===== config.mk =====
export PLATFORM = sky130hd
export DESIGN_NAME = sham_regs
export DESIGN_NICKNAME = d
export VERILOG_FILES = /design/src/rtl/sham_pkg.sv /design/src/rtl/sham_win.sv /design/src/rtl/sham_seq.sv /design/src/rtl/sham_ctx.sv /design/src/rtl/sham_regs.sv
export SDC_FILE = /design/constraint.sdc
export NUM_CORES = 1
export LEC_CHECK = 0
export BUFFER_PORTS_ARGS = -buffer_cell sky130_fd_sc_hd__clkbuf_2
export CORE_AREA = 2 2 370 372
export CTS_CLUSTER_SIZE = 24
export DETAILED_ROUTE_END_ITERATION = 8
export DIE_AREA = 0 0 372 374
export SLEW_MARGIN = 20
export SYNTH_ARGS = -nofsm -noshare
export SYNTH_HDL_FRONTEND = slang
export SYNTH_SLANG_ARGS = --single-unit

===== constraint.sdc =====
create_clock -name clk -period 4.6 [get_ports clk]
set_input_delay 0.23 -clock clk [delete_from_list [all_inputs] [get_ports clk]]
set_output_delay 0.23 -clock clk [all_outputs]
set_load 0.01 [all_outputs]

===== src/rtl/sham_pkg.sv =====
package sham_pkg;
  localparam int ADDR_W = 8;
  localparam logic [ADDR_W-1:0] OFF_CNT  = 8'h14;
  localparam logic [ADDR_W-1:0] OFF_CTRL = 8'h18;
  localparam logic [ADDR_W-1:0] OFF_WIN  = 8'h1C;
  localparam logic [ADDR_W-1:0] OFF_REV  = 8'h5C;
  localparam logic [ADDR_W-1:0] OFF_MASK = 8'h60;
  localparam logic [ADDR_W-1:0] OFF_STAT = 8'h64;

  typedef enum logic [1:0] {
    SQ_IDLE = 2'd0,
    SQ_FILL = 2'd1,
    SQ_SEND = 2'd2,
    SQ_WAIT = 2'd3
  } seq_state_t;

  function automatic logic [31:0] swap_bytes(input logic [31:0] v);
    return {v[7:0], v[15:8], v[23:16], v[31:24]};
  endfunction
endpackage


===== src/rtl/sham_win.sv =====
module sham_win #(
  parameter int WORDS = 16,
  localparam int PW = $clog2(WORDS + 1),
  localparam int IW = $clog2(WORDS)
) (
  input  logic               clk,
  input  logic               rst_n,
  input  logic               clear,
  input  logic               push,
  input  logic [31:0]        push_data,
  output logic [PW-1:0]      fill,
  output logic [WORDS*32-1:0] data
);
  logic [31:0] mem [WORDS];

  always_ff @(posedge clk or negedge rst_n) begin
    if (!rst_n) begin
      fill <= '0;
      for (int i = 0; i < WORDS; i++) mem[i] <= '0;
    end else if (clear) begin
      fill <= '0;
    end else if (push) begin
      mem[fill[IW-1:0]] <= push_data;
      fill <= fill + 1'b1;
    end
  end

  for (genvar g = 0; g < WORDS; g++) begin : g_flat
    assign data[g*32 +: 32] = mem[g];
  end
endmodule


===== src/rtl/sham_seq.sv =====
module sham_seq import sham_pkg::*; #(
  parameter int PW = 5
) (
  input  logic          clk,
  input  logic          rst_n,
  input  logic          srst,
  input  logic          arm,
  input  logic          stop,
  input  logic [PW-1:0] fill,
  input  logic [PW-1:0] need,
  input  logic          chunk_ready,
  input  logic          res_valid,
  output logic          in_ready,
  output logic          chunk_valid,
  output logic          done,
  output logic          open,
  output logic          wait_st
);
  seq_state_t st, st_nx;

  always_comb begin
    st_nx = st;
    unique case (st)
      SQ_IDLE: if (arm) st_nx = SQ_FILL;
      SQ_FILL: begin
        if (stop) st_nx = SQ_IDLE;
        else if (arm) st_nx = SQ_FILL;
        else if (fill >= need) st_nx = SQ_SEND;
      end
      SQ_SEND: if (chunk_ready) st_nx = SQ_WAIT;
      SQ_WAIT: if (res_valid) st_nx = SQ_IDLE;
      default: st_nx = SQ_IDLE;
    endcase
    if (srst) st_nx = SQ_IDLE;
  end

  always_ff @(posedge clk or negedge rst_n) begin
    if (!rst_n) st <= SQ_IDLE;
    else st <= st_nx;
  end

  assign in_ready    = (st == SQ_FILL) && (fill < need);
  assign chunk_valid = (st == SQ_SEND);
  assign wait_st     = (st == SQ_WAIT);
  assign done        = wait_st && res_valid;
  assign open        = (st == SQ_IDLE) || (st == SQ_FILL);
endmodule


===== src/rtl/sham_ctx.sv =====
module sham_ctx #(
  parameter int DIG_WORDS = 5,
  localparam int IXW = $clog2(DIG_WORDS)
) (
  input  logic                    clk,
  input  logic                    rst_n,
  input  logic                    srst,
  input  logic                    wr_dig,
  input  logic [IXW-1:0]          dig_idx,
  input  logic [31:0]             dig_wdata,
  input  logic                    wr_cnt,
  input  logic [31:0]             cnt_wdata,
  input  logic                    done,
  input  logic [DIG_WORDS*32-1:0] res_digest,
  input  logic [31:0]             add_bytes,
  output logic [DIG_WORDS*32-1:0] digest,
  output logic [31:0]             count
);
  for (genvar g = 0; g < DIG_WORDS; g++) begin : g_word
    always_ff @(posedge clk or negedge rst_n) begin
      if (!rst_n) digest[g*32 +: 32] <= '0;
      else if (srst) digest[g*32 +: 32] <= '0;
      else if (done) digest[g*32 +: 32] <= res_digest[g*32 +: 32];
      else if (wr_dig && dig_idx == IXW'(g)) digest[g*32 +: 32] <= dig_wdata;
    end
  end

  always_ff @(posedge clk or negedge rst_n) begin
    if (!rst_n) count <= '0;
    else if (srst) count <= '0;
    else if (done) count <= count + add_bytes;
    else if (wr_cnt) count <= cnt_wdata;
  end
endmodule


===== src/rtl/sham_regs.sv =====
module sham_regs import sham_pkg::*; #(
  parameter int WIN_WORDS  = 16,
  parameter int DIG_WORDS  = 5,
  parameter int RST_CYCLES = 4,
  parameter int REV_MAJOR  = 1,
  parameter int REV_MINOR  = 0,
  localparam int WIN_BYTES = WIN_WORDS * 4,
  localparam int BW  = $clog2(WIN_BYTES + 1),
  localparam int PW  = $clog2(WIN_WORDS + 1),
  localparam int IXW = $clog2(DIG_WORDS),
  localparam int RCW = $clog2(RST_CYCLES + 1),
  localparam int LENW = 27
) (
  input  logic                    clk,
  input  logic                    rst_n,
  input  logic                    bus_we,
  input  logic [ADDR_W-1:0]       bus_addr,
  input  logic [31:0]             bus_wdata,
  output logic [31:0]             bus_rdata,
  output logic                    chunk_valid,
  input  logic                    chunk_ready,
  output logic                    chunk_first,
  output logic                    chunk_last,
  output logic                    chunk_sha1,
  output logic [BW-1:0]           chunk_bytes,
  output logic [WIN_WORDS*32-1:0] chunk_data,
  output logic [DIG_WORDS*32-1:0] ctx_digest,
  output logic [31:0]             ctx_count,
  input  logic                    res_valid,
  input  logic [DIG_WORDS*32-1:0] res_digest,
  output logic                    irq,
  output logic                    dma_req
);
  localparam logic [ADDR_W-1:0] WIN_END = ADDR_W'(int'(OFF_WIN) + (WIN_WORDS - 1) * 4);

  // address decode
  logic aligned, hit_dig, hit_cnt, hit_ctrl, hit_win, hit_rev, hit_mask, hit_stat;
  assign aligned  = (bus_addr[1:0] == 2'b00);
  assign hit_dig  = aligned && (bus_addr < ADDR_W'(DIG_WORDS * 4));
  assign hit_cnt  = (bus_addr == OFF_CNT);
  assign hit_ctrl = (bus_addr == OFF_CTRL);
  assign hit_win  = aligned && (bus_addr >= OFF_WIN) && (bus_addr <= WIN_END);
  assign hit_rev  = (bus_addr == OFF_REV);
  assign hit_mask = (bus_addr == OFF_MASK);
  assign hit_stat = (bus_addr == OFF_STAT);

  logic [IXW-1:0] dig_idx;
  assign dig_idx = bus_addr[IXW+1:2];

  // control, mask and status state
  logic [LENW-1:0] len_q;
  logic close_q, const_q, sha1_q, out_rdy_q;
  logic dma_en_q, ie_q, idle_q, err_q;
  logic [RCW-1:0] rst_cnt_q;
  logic rst_done;

  logic srst, in_ready, seq_open, done, wait_st;
  logic wr_ctrl, arm, stop, win_push, win_drop;
  logic [PW-1:0] fill, need_w;
  logic [BW-1:0] bytes_eff;

  assign srst     = bus_we && hit_mask && bus_wdata[1];
  assign wr_ctrl  = bus_we && hit_ctrl && !srst;
  assign arm      = wr_ctrl && seq_open && (bus_wdata[31:5] != '0);
  assign stop     = wr_ctrl && seq_open && (bus_wdata[31:5] == '0);
  assign win_push = bus_we && hit_win && in_ready;
  assign win_drop = bus_we && hit_win && !in_ready;
  assign rst_done = (rst_cnt_q == '0);

  always_comb begin
    if (len_q >= LENW'(WIN_BYTES)) begin
      bytes_eff = BW'(WIN_BYTES);
      need_w    = PW'(WIN_WORDS);
    end else begin
      bytes_eff = BW'(len_q);
      need_w    = PW'((len_q + LENW'(3)) >> 2);
    end
  end

  always_ff @(posedge clk or negedge rst_n) begin
    if (!rst_n) begin
      len_q <= '0; close_q <= 1'b0; const_q <= 1'b0; sha1_q <= 1'b0;
    end else if (srst) begin
      len_q <= '0; close_q <= 1'b0; const_q <= 1'b0; sha1_q <= 1'b0;
    end else if (wr_ctrl && seq_open) begin
      len_q   <= bus_wdata[31:5];
      close_q <= bus_wdata[4];
      const_q <= bus_wdata[3];
      sha1_q  <= bus_wdata[2];
    end
  end

  always_ff @(posedge clk or negedge rst_n) begin
    if (!rst_n) out_rdy_q <= 1'b0;
    else if (srst) out_rdy_q <= 1'b0;
    else if (done) out_rdy_q <= 1'b1;
    else if (wr_ctrl && bus_wdata[0]) out_rdy_q <= 1'b0;
  end

  always_ff @(posedge clk or negedge rst_n) begin
    if (!rst_n) begin
      dma_en_q <= 1'b0; ie_q <= 1'b0; idle_q <= 1'b0;
    end else if (srst) begin
      dma_en_q <= 1'b0; ie_q <= 1'b0; idle_q <= 1'b0;
    end else if (bus_we && hit_mask) begin
      dma_en_q <= bus_wdata[3];
      ie_q     <= bus_wdata[2];
      idle_q   <= bus_wdata[0];
    end
  end

  always_ff @(posedge clk or negedge rst_n) begin
    if (!rst_n) err_q <= 1'b0;
    else if (srst) err_q <= 1'b0;
    else if (win_drop) err_q <= 1'b1;
  end

  always_ff @(posedge clk or negedge rst_n) begin
    if (!rst_n) rst_cnt_q <= '0;
    else if (srst) rst_cnt_q <= RCW'(RST_CYCLES);
    else if (!rst_done) rst_cnt_q <= rst_cnt_q - 1'b1;
  end

  // submodules
  sham_win #(.WORDS(WIN_WORDS)) u_win (
    .clk(clk), .rst_n(rst_n), .clear(srst || arm), .push(win_push),
    .push_data(bus_wdata), .fill(fill), .data(chunk_data)
  );

  sham_seq #(.PW(PW)) u_seq (
    .clk(clk), .rst_n(rst_n), .srst(srst), .arm(arm), .stop(stop),
    .fill(fill), .need(need_w), .chunk_ready(chunk_ready), .res_valid(res_valid),
    .in_ready(in_ready), .chunk_valid(chunk_valid), .done(done),
    .open(seq_open), .wait_st(wait_st)
  );

  sham_ctx #(.DIG_WORDS(DIG_WORDS)) u_ctx (
    .clk(clk), .rst_n(rst_n), .srst(srst),
    .wr_dig(bus_we && hit_dig && seq_open), .dig_idx(dig_idx),
    .dig_wdata(sha1_q ? swap_bytes(bus_wdata) : bus_wdata),
    .wr_cnt(bus_we && hit_cnt && seq_open), .cnt_wdata(bus_wdata),
    .done(done), .res_digest(res_digest), .add_bytes(32'(bytes_eff)),
    .digest(ctx_digest), .count(ctx_count)
  );

  assign chunk_first = const_q;
  assign chunk_last  = close_q;
  assign chunk_sha1  = sha1_q;
  assign chunk_bytes = bytes_eff;
  assign irq         = out_rdy_q && ie_q;
  assign dma_req     = dma_en_q && in_ready;

  // read mux
  logic [31:0] dig_word;
  assign dig_word = ctx_digest[int'(dig_idx)*32 +: 32];

  always_comb begin
    bus_rdata = '0;
    if (hit_dig)       bus_rdata = sha1_q ? swap_bytes(dig_word) : dig_word;
    else if (hit_cnt)  bus_rdata = ctx_count;
    else if (hit_ctrl) bus_rdata = {len_q, close_q, const_q, sha1_q, in_ready, out_rdy_q};
    else if (hit_rev)  bus_rdata = {24'd0, 4'(REV_MAJOR), 4'(REV_MINOR)};
    else if (hit_mask) bus_rdata = {28'd0, dma_en_q, ie_q, !rst_done, idle_q};
    else if (hit_stat) bus_rdata = {30'd0, err_q, rst_done};
  end
endmodule


==> results of run 1 <==
cells in the mapped netlist (6+ instances only):
cell	instances
a31oi_1	6
or4_1	8
a22o_1	7
inv_1	17
xnor2_1	10
buf_6	10
buf_2	59
mux4_2	32
nand2_1	295
nand2b_1	12
mux2_2	543
clkbuf_1	168
dfrtp_1	749
and2_1	8
o21ai_0	373
o211ai_1	7
mux2i_1	39
a21oi_1	64
a211oi_1	8
a22oi_1	60
nor2_1	45
nand4_1	13
and3_1	13
ha_1	18
a311oi_1	10
nand3_1	55
nor3_1	20
nor4_1	14
sequential cells by signal, indices dropped and copies added (netlist names), 2 cells and up:
register      flops
u_ctx.digest    160
u_win.fill        5
u_ctx.count      32
u_win.data      512
u_seq.st          2
rst_cnt_q         3
len_q            27
critical path: stages, from the launching register on:
cell and delay, ns:
dfrtp_1 0.38, or4_1 0.57, nor4_2 0.25, buf_4 0.21, nand2_1 0.08, ha_1 0.30, a211oi_1 0.23, o22ai_1 0.13
or4b_4 0.55, buf_4 0.21, o22a_1 0.19, o22ai_1 0.22, clkbuf_2 0.19
routing by layer:
layer	up-vias	part of all wire, %
met5	-	0.014
met4	4	5.3
met3	351	9.8
met2	1682	47
met1	14600	38
li1	11900	-
cell families (layout without fill, tap and decap cells):
| logic type | count (synthesis) | in the layout | synth area share [%] |
|---|---|---|---|
| other | 0 | 29 | 0 |
| xor gates and xnor gates | 13 | 13 | 0.345 |
| DFF | 749 | 749 | 56.7 |
| and+or+nand+nor | 508 | 508 | 7.09 |
| AOI/OAI and AO/OA | 570 | 570 | 9.78 |
| muxes | 614 | 614 | 21.9 |
| buffers and inverters | 260 | 1394 | 3.42 |
| adders and majority gates | 19 | 19 | 0.742 |
worst min-delay path by stage:
stage / to / slack (ns) / cells after the start
after floorplan: chunk_first$_DFFE_PN0P_ / -0.07 / 0
after global placement: u_win.data[266]$_DFFE_PN0P_ / 0.37 / 1
after detailed placement: u_win.data[266]$_DFFE_PN0P_ / 0.36 / 1
after CTS: u_ctx.digest[131]$_DFFE_PN0P_ / 0.02 / 3
after global routing: u_ctx.digest[145]$_DFFE_PN0P_ / 0.05 / 3
final: u_ctx.digest[131]$_DFFE_PN0P_ / 0.009 / 3
report_power, final:
group	internal (mW)	switching, mW
combinational	1.72	3.08
sequential	7.43	1.07
clock	4.01	3.01
total	13.2	7.16
cell type report:
cell class	count	area [sq um]	share of cell area (%)
Sequential cell	749	18700	42.1
Inverter	17	63.8	0.143
Antenna cell	29	72.6	0.163
Timing Repair Buffer	1225	7320	16.5
Multi-Input combinational cell	1724	13300	29.8
Clock buffer	123	2450	5.51
Tap cell	1781	2230	5.01
Clock inverter	29	355	0.798
repair_timing:
| item | 4_1_cts | 5_1_grt |
|---|---|---|
| gates resized for setup | 0 | 1 |
| cloned | 0 | 0 |
| hold buffers | 161 | 0 |
| endpoints found under the setup margin | 1 | 1 |
| pin swaps | 1 | 0 |
| endpoints found under the hold margin | 241 | 0 |
| buffers inserted | 1 | 0 |
stage by stage:
stage / hold WS [ns] / instance area, sq um / total power [mW] / setup WS [ns]
final: 0.00933 / 44500 / 20.3 / 0.133
after floorplan: -0.0656 / 33000 / 10.4 / 0.577
after CTS: 0.0229 / 44400 / 20.4 / 0.0870
after global placement: 0.371 / 40000 / 13.1 / 0.307
after detailed placement: 0.362 / 40000 / 13.2 / 0.374
after global routing: 0.0471 / 44500 / 21.2 / 0.0234
==> impl_metrics.json, run 1 <==
{
  "area_delta_synth_final_pct": 34.8,
  "timing.rr.start": "len_q[14]$_DFFE_PN0P_",
  "netlist_area_sq_um": 33000,
  "synthesis.area_per_instance_sq_um": 12.1,
  "placeableCoreArea_sq_um": 135000,
  "grt_max_degree": 118,
  "std_cell_rows": 135,
  "dr_total_vias": 28600,
  "final_count_of_hold_timing_violations": 0,
  "crit_path_end_kind": "output port",
  "synth-seq-cells": 749,
  "total_nets_after_synthesis": 2957,
  "nFillCells": 13800,
  "yosys.cell_types.count": 65,
  "peakVddDrop_uv": 382,
  "grt_pass1_vias": 28400,
  "dp_hpwl_microns": 123000,
  "skew_ns": 0.0419,
  "clkSinkCount": 749,
  "finalNonFillerCells": 5677,
  "min_path_type": "in2reg",
  "largest_area_contributor_in_the_synthesized_netlist": "dfrtp_1",
  "drt_drc_violations_left": 0,
  "grt_first_pass_wirelength_microns": 230000,
  "final-setup-viol-count": 0,
  "cellPowerDensity_nw_per_um2": 457,
  "ff2ff_path_depth": 14,
  "synth-edff-count": 0,
  "finalWirelength_microns": 169000,
  "power.leakage_nw": 22.7,
  "most_frequent_standard_cell_in_the_layout_excluding_fill_and_tap_cells": "clkbuf_2",
  "drtIter0Drc": 2842,
  "worstSetupPathType": "reg2out",
  "effective_utilization_at_floorplan_pct": 24.5,
  "grtUsageMet3_pct": 7.31,
  "fin_setup_tns_ns": 0,
  "die_outline_area_sq_um": 139000,
  "critical_path_peak_fanout": 10,
  "layout_common_cells": "clkbuf_2 (951), dfrtp_1 (748), mux2_2 (543)",
  "dp_cells": 5334,
  "met1_resource_use_gr_pct": 28.5,
  "hold_path_startpoint": "res_digest[131]",
  "numPortBuffers": 953,
  "postSynth.asyncResetShare_pct": 100,
  "post_synthesis_sequential_area_ratio_pct": 56.7,
  "grt_remaining_overflow": 0,
  "ys_dominant_reg_cell": "dfrtp_1",
  "grt_antenna_before_repair": 46,
  "clkLatencyLatePin_ns": 0.71,
  "post_route_cells_drive_above_1_share_pct": 46.7,
  "cts-root-buf": "clkbuf_16",
  "netlist_instances": 2733,
  "maxClockFrequency_mhz": 224,
  "worst-endpoint-arrival_ns": 4.24,
  "ios": 954,
  "netlist.area_leader.share_pct": 56.7,
  "yosys-top-cells-area": "dfrtp_1 (57%), mux2_2 (19%), o21ai_0 (5.7%)",
  "floorplan.die.height_microns": 374,
  "detail-route-antenna-nets": 0,
  "drv_cap": 0,
  "finalCritPeriodShare_pct": 97.1,
  "grt_usage_pct": 23.6,
  "critPathRequiredTime_ns": 4.37,
  "tritoncts.num_buffers": 87,
  "actual_slew_at_the_worst_max_slew_pin_ns": 1.17,
  "synth_warnings": 0,
  "timing.critical_path.to": "bus_rdata[1]",
  "clk_pin_slew_worst_paths_ns": 0.06,
  "global_route.peak_usage_layer": "met2",
  "finalWorstPathRequiredPeriod_ns": 4.47,
  "nNetsFinal": 4028,
  "grt_setup_unrepaired": "false",
  "maxSlewHeadroom_pct": 21.8,
  "gpl.final_weighted_congestion": 0.974,
  "final_util_pct": 33.0,
  "worst_setup_sp_type": "register",
  "number_of_search_and_repair_iterations_in_the_first_detailed_routing_pass": 6,
  "tritoncts": "built",
  "setup.worst_path.start": "len_q[14]$_DFFE_PN0P_",
  "outcome": "complete, no violations",
  "viasPerCell": 5.03,
  "die_x_microns": 372,
  "globalRouteMet2Util_pct": 37.9,
  "rrSetupSlack_ns": 0.31,
  "wl_per_cell_microns": 29.7,
  "slew_violations": 0,
  "clock_tree.buffer_depth": 3,
  "worst_r2r_endpoint": "u_win.data[51]$_DFFE_PN0P_",
  "ctsHtreeMaxLevel": 3
}
No activity file was read; power rests on OpenSTA's default activity.
==> inputs of run 2 (changes only) <==
--- a/config.mk
+++ b/config.mk
@@ -10,6 +10,7 @@
 export CTS_CLUSTER_SIZE = 24
 export DETAILED_ROUTE_END_ITERATION = 8
 export DIE_AREA = 0 0 372 374
+export MAX_ROUTING_LAYER = met4
 export SLEW_MARGIN = 20
 export SYNTH_ARGS = -nofsm -noshare
 export SYNTH_HDL_FRONTEND = slang
==> run 2 against run 1 <==
Net effect:
- flip-flop and latch count unchanged
- combinational power is essentially flat
- critical path depth did not move
- maximum frequency fell by 0.21%
- hold slack better by 0.030 ns
- count of clock-buffer cells in the layout is 6 higher
- critical path type unchanged
- largest cell class unchanged
- largest power group unchanged
==> impl_metrics.json, run 2 (synthesized netlist as in run 1, its figures left out) <==
{
  "outcome": "complete, no violations",
  "total_power_mw": 20.6,
  "finalWirelength_microns": 170000,
  "detail-route-antenna-nets": 0,
  "grt_antenna_before_repair": 45,
  "die_outline_area_sq_um": 139000,
  "post_route_cells_drive_above_1_share_pct": 47.0,
  "globalRouteMet2Util_pct": 38.5,
  "tritoncts.num_buffers": 87,
  "clkLatencyLatePin_ns": 0.72,
  "layout_common_cells": "clkbuf_2 (951), dfrtp_1 (748), mux2_2 (543)",
  "grt_max_degree": 101,
  "most_frequent_standard_cell_in_the_layout_excluding_fill_and_tap_cells": "clkbuf_2",
  "critPathRequiredTime_ns": 4.37,
  "peakVddDrop_uv": 266,
  "clock_tree.buffer_depth": 3,
  "dr_total_vias": 28500,
  "wl_per_cell_microns": 29.8,
  "clk_pin_slew_worst_paths_ns": 0.06,
  "grt_first_pass_wirelength_microns": 230000,
  "ios": 954,
  "dp_hpwl_microns": 123000,
  "die_x_microns": 372,
  "met1_resource_use_gr_pct": 28.7,
  "nNetsFinal": 4029,
  "cts-root-buf": "clkbuf_16",
  "actual_slew_at_the_worst_max_slew_pin_ns": 1.18,
  "drtIter0Drc": 2910,
  "ctsHtreeMaxLevel": 3,
  "final_worst_slack_ns": 0.124,
  "number_of_search_and_repair_iterations_in_the_first_detailed_routing_pass": 6,
  "worst-endpoint-arrival_ns": 4.25,
  "global_route.peak_usage_layer": "met2",
  "final-setup-viol-count": 0,
  "crit_path_end_kind": "output port",
  "drv_cap": 0,
  "grtUsageMet3_pct": 6.69,
  "grt_remaining_overflow": 0,
  "fin_hold_ws_ns": 0.0393,
  "gpl.final_weighted_congestion": 0.967,
  "dp_cells": 5333,
  "effective_utilization_at_floorplan_pct": 24.5,
  "number_of_flip_flops_under_the_largest_register_name": 512,
  "cellPowerDensity_nw_per_um2": 460,
  "finalCritPeriodShare_pct": 97.3,
  "pre_cts_ws_ns": 0.274,
  "grt_setup_unrepaired": "false",
  "floorplan.die.height_microns": 374,
  "area_delta_synth_final_pct": 35.4,
  "finalNonFillerCells": 5684,
  "finalWorstPathRequiredPeriod_ns": 4.48,
  "tritoncts": "built",
  "placeableCoreArea_sq_um": 135000,
  "min_path_type": "in2reg",
  "slew_violations": 0,
  "maxClockFrequency_mhz": 223,
  "std_cell_rows": 135,
  "fin_setup_tns_ns": 0,
  "worst_setup_sp_type": "register",
  "nFillCells": 13700,
  "clkSinkCount": 749,
  "skew_ns": 0.0522,
  "worstSetupPathType": "reg2out",
  "drt_drc_violations_left": 0,
  "power.leakage_nw": 22.8,
  "numPortBuffers": 953,
  "grt_usage_pct": 24.4,
  "viasPerCell": 5.02,
  "critical_path_peak_fanout": 10,
  "grt_pass1_vias": 28200,
  "final_count_of_hold_timing_violations": 0,
  "maxSlewHeadroom_pct": 21.2
}
## run 2: repair_timing
item / in CTS / in global routing
buffers inserted: 1 / 0
hold buffers: 163 / 0
gates resized for setup: 3 / 1
endpoints found under the setup margin: 1 / 1
pin swaps: 1 / 0
hold endpoints to repair: 231 / 0
## run 2: critical path, cell delays in order (launching register included)
cell	delay (ns)
dfrtp_1	0.39
or4_1	0.56
nor4_2	0.25
buf_4	0.21
nand2_1	0.08
ha_1	0.32
a211oi_2	0.20
o22ai_1	0.12
or4b_4	0.54
buf_4	0.21
o22a_1	0.20
o22ai_1	0.26
clkbuf_2	0.19
## run 2: through the flow
stage,util [%],cell area (sq um)
after floorplan,-,33000
after global placement,29.6,40000
after detailed placement,29.6,40000
after CTS,33.1,44600
after global routing,33.1,44700
final,33.1,44700
## run 2: worst paths after layout
| kind | startpoint | slack [ns] | to | depth (start not counted) |
|---|---|---|---|---|
| setup / recovery | len_q[14]$_DFFE_PN0P_ | 0.12 | bus_rdata[1] | 12 |
| hold / removal | res_digest[132] | 0.04 | u_ctx.digest[132]$_DFFE_PN0P_ | 3 |
| setup reg to reg | len_q[14]$_DFFE_PN0P_ | 0.35 | u_win.data[45]$_DFFE_PN0P_ | 14 |
| hold reg to reg | u_win.data[173]$_DFFE_PN0P_ | 0.50 | u_win.data[173]$_DFFE_PN0P_ | 1 |
| max in group asynchronous | rst_n | 3.06 | u_ctx.digest[121]$_DFFE_PN0P_ | 3 |
| min in group asynchronous | rst_n | 0.13 | u_win.data[398]$_DFFE_PN0P_ | 2 |
## run 2: power by group
group / switching, mW / total (mW) / internal, mW
clock: 3.09 / 7.29 / 4.20
combinational: 3.08 / 4.81 / 1.72
sequential: 1.06 / 8.49 / 7.43
## run 2: area by class of cell
class / instances / area [sq um] / share of cell area (%)
multi-input combinational: 1724 / 13300 / 29.7
antenna: 29 / 72.6 / 0.162
inverter: 17 / 63.8 / 0.143
sequential: 749 / 18700 / 41.9
tap: 1781 / 2230 / 4.98
timing repair buffer: 1226 / 7320 / 16.4
clock buffer: 129 / 2570 / 5.76
clock inverter: 29 / 419 / 0.937
## run 2: metal layers
metal	part of all wire, %	vias to the layer above
li1	-	11900
met1	38	14500
met2	47	1683
met3	9.6	355
met4	5.2	0
met5	0	-
